File: src/rtl/bcdscan_pkg.sv
package bcdscan_pkg;
   localparam int BCD_W     = 4;
   localparam int BCD_LIMIT = 9;

   typedef logic [BCD_W-1:0] bcd_t;

   function automatic bcd_t bcd_step(input bcd_t v);
      return (v >= bcd_t'(BCD_LIMIT)) ? '0 : v + bcd_t'(1);
   endfunction

   function automatic logic bcd_is_top(input bcd_t v);
      return v == bcd_t'(BCD_LIMIT);
   endfunction
endpackage

File: src/rtl/bcdscan_edge.sv
module bcdscan_edge #(
   parameter int SYNC_STAGES = 2
) (
   input  logic clk,
   input  logic rst,
   input  logic din,
   output logic fall_o
);
   logic [SYNC_STAGES-1:0] sync_q;
   logic                   prev_q;

   generate
      if (SYNC_STAGES < 2) begin : g_bad_sync
         $error("bcdscan_edge: SYNC_STAGES must be at least 2");
      end
      else begin : g_sync
         always_ff @(posedge clk or posedge rst) begin
            if (rst) begin
               sync_q <= '0;
               prev_q <= 1'b0;
            end
            else begin
               sync_q <= {sync_q[SYNC_STAGES-2:0], din};
               prev_q <= sync_q[SYNC_STAGES-1];
            end
         end
      end
   endgenerate

   assign fall_o = prev_q & ~sync_q[SYNC_STAGES-1];
endmodule

File: src/rtl/bcdscan_decade.sv
module bcdscan_decade
   import bcdscan_pkg::*;
(
   input  logic clk,
   input  logic rst,
   input  logic step_i,
   output bcd_t value_o,
   output logic at_top_o
);
   bcd_t value_q;

   always_ff @(posedge clk or posedge rst) begin
      if (rst)         value_q <= '0;
      else if (step_i) value_q <= bcd_step(value_q);
   end

   assign value_o  = value_q;
   assign at_top_o = bcd_is_top(value_q);
endmodule

File: src/rtl/bcdscan_hold.sv
module bcdscan_hold
   import bcdscan_pkg::*;
(
   input  logic clk,
   input  logic rst,
   input  logic freeze_i,
   input  bcd_t d_i,
   output bcd_t q_o
);
   bcd_t q_r;

   always_ff @(posedge clk or posedge rst) begin
      if (rst)            q_r <= '0;
      else if (!freeze_i) q_r <= d_i;
   end

   assign q_o = q_r;
endmodule

File: src/rtl/bcdscan_scan.sv
module bcdscan_scan
   import bcdscan_pkg::*;
#(
   parameter int NUM_DIGITS = 3,
   parameter int SCAN_DIV   = 4
) (
   input  logic                        clk,
   input  logic                        rst,
   input  logic [NUM_DIGITS*BCD_W-1:0] digits_i,
   output logic [NUM_DIGITS-1:0]       sel_o,
   output bcd_t                        bus_o,
   output logic                        tick_o
);
   localparam int PW       = (SCAN_DIV > 1) ? $clog2(SCAN_DIV) : 1;
   localparam bit POW2_DIV = (SCAN_DIV & (SCAN_DIV - 1)) == 0;

   logic [PW-1:0]         pre_q;
   logic [NUM_DIGITS-1:0] sel_q, sel_n;
   bcd_t                  bus_q, bus_n;

   assign tick_o = pre_q == PW'(SCAN_DIV - 1);

   generate
      if (SCAN_DIV < 2) begin : g_bad_div
         $error("bcdscan_scan: SCAN_DIV must be at least 2");
      end
      else if (POW2_DIV) begin : g_pre_wrap
         always_ff @(posedge clk or posedge rst) begin
            if (rst) pre_q <= '0;
            else     pre_q <= pre_q + PW'(1);
         end
      end
      else begin : g_pre_cmp
         always_ff @(posedge clk or posedge rst) begin
            if (rst)         pre_q <= '0;
            else if (tick_o) pre_q <= '0;
            else             pre_q <= pre_q + PW'(1);
         end
      end
   endgenerate

   always_comb begin
      sel_n = tick_o ? {sel_q[NUM_DIGITS-2:0], sel_q[NUM_DIGITS-1]} : sel_q;
      bus_n = '0;
      for (int i = 0; i < NUM_DIGITS; i++) begin
         if (sel_n[i]) bus_n = bus_n | digits_i[i*BCD_W +: BCD_W];
      end
   end

   always_ff @(posedge clk or posedge rst) begin
      if (rst) begin
         sel_q <= NUM_DIGITS'(1);
         bus_q <= '0;
      end
      else begin
         sel_q <= sel_n;
         bus_q <= bus_n;
      end
   end

   assign sel_o = sel_q;
   assign bus_o = bus_q;
endmodule

File: src/rtl/bcd3_scan_counter.sv
module bcd3_scan_counter
   import bcdscan_pkg::*;
#(
   parameter int NUM_DIGITS  = 3,
   parameter int SCAN_DIV    = 4,
   parameter int SYNC_STAGES = 2
) (
   input  logic                  clk,
   input  logic                  master_reset,
   input  logic                  count_in,
   input  logic                  count_disable,
   input  logic                  latch_enable,
   output logic [BCD_W-1:0]      digit_bus,
   output logic [NUM_DIGITS-1:0] digit_sel,
   output logic                  overflow
);
   localparam int FLAT_W = NUM_DIGITS * BCD_W;

   logic              fall;
   logic [NUM_DIGITS:0] carry;
   logic [NUM_DIGITS-1:0] at_top;
   logic [FLAT_W-1:0] count_flat;
   logic [FLAT_W-1:0] latch_flat;
   logic              scan_tick;
   logic              ovf_q;

   generate
      if (NUM_DIGITS < 2) begin : g_bad_digits
         $error("bcd3_scan_counter: NUM_DIGITS must be at least 2");
      end
   endgenerate

   bcdscan_edge #(.SYNC_STAGES(SYNC_STAGES)) u_edge (
      .clk    (clk),
      .rst    (master_reset),
      .din    (count_in),
      .fall_o (fall)
   );

   assign carry[0] = fall & ~count_disable;

   generate
      for (genvar i = 0; i < NUM_DIGITS; i++) begin : g_digit
         bcd_t dec_v, hold_v;

         bcdscan_decade u_decade (
            .clk      (clk),
            .rst      (master_reset),
            .step_i   (carry[i]),
            .value_o  (dec_v),
            .at_top_o (at_top[i])
         );

         assign carry[i+1] = carry[i] & at_top[i];
         assign count_flat[i*BCD_W +: BCD_W] = dec_v;

         bcdscan_hold u_hold (
            .clk      (clk),
            .rst      (master_reset),
            .freeze_i (latch_enable),
            .d_i      (dec_v),
            .q_o      (hold_v)
         );

         assign latch_flat[i*BCD_W +: BCD_W] = hold_v;
      end
   endgenerate

   always_ff @(posedge clk or posedge master_reset) begin
      if (master_reset) ovf_q <= 1'b0;
      else              ovf_q <= carry[NUM_DIGITS];
   end

   bcdscan_scan #(.NUM_DIGITS(NUM_DIGITS), .SCAN_DIV(SCAN_DIV)) u_scan (
      .clk      (clk),
      .rst      (master_reset),
      .digits_i (latch_flat),
      .sel_o    (digit_sel),
      .bus_o    (digit_bus),
      .tick_o   (scan_tick)
   );

   assign overflow = ovf_q;
endmodule

File: config.mk
export PLATFORM = sky130hd
export DESIGN_NAME = bcd3_scan_counter
export DESIGN_NICKNAME = d
export VERILOG_FILES = /design/src/rtl/bcdscan_pkg.sv /design/src/rtl/bcdscan_edge.sv /design/src/rtl/bcdscan_decade.sv /design/src/rtl/bcdscan_hold.sv /design/src/rtl/bcdscan_scan.sv /design/src/rtl/bcd3_scan_counter.sv
export SDC_FILE = /design/constraint.sdc
export NUM_CORES = 1
export LEC_CHECK = 0
export BUFFER_PORTS_ARGS = -buffer_cell sky130_fd_sc_hd__buf_2
export CORE_UTILIZATION = 62
export DETAILED_ROUTE_END_ITERATION = 16
export PLACE_DENSITY = 0.82
export SYNTH_ARGS = -nofsm -noshare
export SYNTH_HDL_FRONTEND = slang
export SYNTH_HIERARCHICAL = 1
export SYNTH_SLANG_ARGS = --single-unit
File: constraint.sdc
create_clock -name clk -period 4.2 [get_ports clk]
set_input_delay 0.42 -clock clk [delete_from_list [all_inputs] [get_ports clk]]
set_output_delay 0.42 -clock clk [all_outputs]
set_load 0.005 [all_outputs]
==> results.cfg <==
[sta]
fin_crit_sh_pct = 42.8
finalSetupViolations = 0
relSlewSlack_pct = 77.6
fin_crit_ns = 1.80
fin_hold_ws_ns = 0.178
worst_slack_ns = 2.40
skew_ns = 0.0107
slew_viol_final = 0
hold_viol_final = 0
tns_ns = 0
rsz0062_at_grt = no
worst_pin_slew_ns = 0.336
fmax_mhz = 557

[yosys]
syn_inst = 136
ys_ff_latch = 37
yosysTopAreaCell = dfrtp_1
synth-seq-area-share_pct = 56.7
ys.flop_type = dfrtp_1
synth_area_leaders = dfrtp_1 (55%), mux2_2 (9.6%), ha_1 (7.6%)
yosysWarnings = 6
syn-num-nets = 151
synth.distinct_cells = 21
netlist_area_sq_um = 1640
async_reset_ff_share_pct = 100
syn_avg_cell_area_sq_um = 12.0
yosysTopAreaCellShare_pct = 55.0
synth_edf_count = 0

[route]
postRouteWirelength_um = 2860
post_drt_via_cell_ratio = 5.71
drt_iter0_drc = 22
drc = 0
ant_nets = 0
drtPass1Iterations = 4
dr_total_vias = 1067
wire_per_inst_um = 15.3

[finish]
syn_to_final_growth_pct = 10.9
postLayoutCoreUtil_pct = 73.2
antennaDiodeCount = 0
layout.nets = 171
layout-drive-gt1-share_pct = 26.8
final_cell_count_no_fill = 187

[hold_path]
worstHoldEndpoint = u_edge/sync_q[0]
hp-class = input pin to register
whs_path_depth = 1
hold_path_startpoint = count_in

[power]
ir_drop_uv = 383
leakagePower_uw = 0.000961
power_density_nw_per_um2 = 426

[setup_path]
cpLargestDelayFamily = simple AND/OR/NAND/NOR gates
r2r_cells = 9
path_cells = inv_1, ha_1, nand2_1, nor2_1, and3b_2, and2_1, o21ai_0, nand2_1, o31ai_2
cp_max_fo = 10
worst-path-buf-inv = 1
rr_endpoint = g_digit[2].u_decade/value_o[2]
setup.worst_path.class = register to register
crit_path_end_kind = register
crit_top_cell = nand2_1
cp_slowest_cell = dfrtp_1
rr_startpoint = g_digit[0].u_decade/value_o[1]
slowest_delay_ns = 0.43
worstPathRequired_ns = 4.43
reg2reg_slack_ns = 2.40
worstSetupStartpointType = register
cp.arrival_ns = 2.03

[floorplanning]
die_w_um = 53.4
rows = 18
die_area_sq_um = 2850
coreArea_sq_um = 2480
initial_core_util_pct = 66.1
pin_count = 13
fp.dieH_um = 53.4

[global_routing]
grt_pass1_vias = 1023
grt_usage_pct = 24.3
grt_max_degree = 13
grt_first_pass_wirelength_um = 4590
antenna_found_initial = 0
grt.overflow.total = 0

[job]
maxCapViolCount = 0

[place]
pre_cts_slack_ns = 2.43
gp_congestion = 0.711
numPortBuffers = 12
placedCellCount = 178
place_hpwl_um = 2130

[clock_network]
cts-root-buf = clkbuf_4
cts_inserted_buffers = 5
htreeDepth = 2
cts_tree = done
cts.clk_slew.worst_paths_ns = 0.10
clock_latency_ns = 0.35
cts_buffer_depth = 2
numClockSinks = 37

[run_status]
status = completed
[synth_stat cells, drive strengths merged (3+ instances only)]
library cell	count
a21oi	3
nor2	3
o21ai	6
dfrtp	36
a41oi	3
o31a	3
inv	23
mux2	15
nand2b	3
a222oi	4
nand2	15
o22ai	3
ha	10
o31ai	3
[worst register-to-register path, stage by stage (launching register included)]
cell and delay [ns]:
dfrtp_1 0.43, inv_1 0.12, ha_1 0.18, nand2_1 0.06, nor2_1 0.08, and3b_2 0.27
and2_1 0.28, o21ai_0 0.12, nand2_1 0.10, o31ai_2 0.06
[placed cells by master, fill, tap and decap left out]
| cell | n |
|---|---|
| o22ai_1 | 3 |
| nand2b_1 | 3 |
| dfrtp_1 | 36 |
| a41oi_1 | 3 |
| and3b_2 | 1 |
| nand2_1 | 15 |
| clkbuf_8 | 2 |
| and3_1 | 1 |
| mux2_2 | 14 |
| ha_1 | 10 |
| inv_1 | 23 |
| o31a_1 | 3 |
| a21oi_1 | 3 |
| clkinv_2 | 1 |
| mux2_4 | 1 |
| dlygate4sd3_1 | 1 |
| dfstp_2 | 1 |
| nor2b_4 | 1 |
| and2b_2 | 1 |
| buf_2 | 12 |
| nor2_1 | 3 |
| clkbuf_4 | 5 |
| and2_1 | 1 |
| o21ai_0 | 6 |
| a222oi_1 | 4 |
| o31ai_2 | 3 |
[per-layer routing]
layer | global-route usage [%] | wire length [um] | up-vias
li1 | - | - | 507
met1 | 29.7 | 1280 | 527
met2 | 36.7 | 1370 | 27
met3 | 9.77 | 143 | 6
met4 | 12.3 | 59 | 0
met5 | 0 | 0 | -
[through the flow]
step / cell area (sq um) / total power, uW
final: 1810 / 773
after global routing: 1810 / 819
after CTS: 1810 / 778
after detailed placement: 1730 / 568
after global placement: 1730 / 556
after floorplan: 1640 / 527
[worst max path at each step]
stage | start | to | cells past startpoint
6_report | g_digit[0].u_decade/value_o[1] | g_digit[2].u_decade/value_o[2] | 9
5_1_grt | g_digit[0].u_decade/value_o[1] | g_digit[2].u_decade/value_o[2] | 9
4_1_cts | g_digit[0].u_decade/value_o[1] | g_digit[2].u_decade/value_o[2] | 9
3_5_place_dp | g_digit[0].u_decade/value_o[1] | g_digit[2].u_decade/value_o[2] | 9
3_3_place_gp | g_digit[0].u_decade/value_o[1] | g_digit[2].u_decade/value_o[2] | 9
2_1_floorplan | g_digit[0].u_decade/value_o[1] | g_digit[2].u_decade/value_o[2] | 9
[cell families after synthesis]
group	share of synthesized area (%)
mux	10.6
flops	56.7
buf+inv	5.28
compound gates	11.9
fa+ha+maj	7.65
simple gates	8.03
[timing repair]
action                                 4_1_cts  5_1_grt
buffers inserted                             0        0
hold buffers                                 1        0
endpoints found under the hold margin        1        0
gates resized for setup                      0        0
[report_power, final]
part           internal [uW]  total [uW]  switching [uW]
clock network           97.0         211             115
registers                402         450            47.4
logic                   52.4         112            59.2
[cell type report]
type	instances	area, sq um
Sequential cell	37	927
Fill cell	170	663
Multi-Input combinational cell	76	623
Inverter	23	86.3
Timing Repair Buffer	13	70.1
Clock buffer	7	65.1
Tap cell	30	37.5
Clock inverter	1	5.00
[sequential cells by signal, indices dropped and copies added, names as in the netlist]
register / flops
g_digit.u_decade/value_o: 12
g_digit.u_hold/q_o: 12
u_scan/bus_o: 4
u_scan/sel_o: 3
u_edge/sync_q: 2
u_scan/pre_q: 2
overflow: 1
u_edge/prev_q: 1
Power figures use the tool's default switching activity.
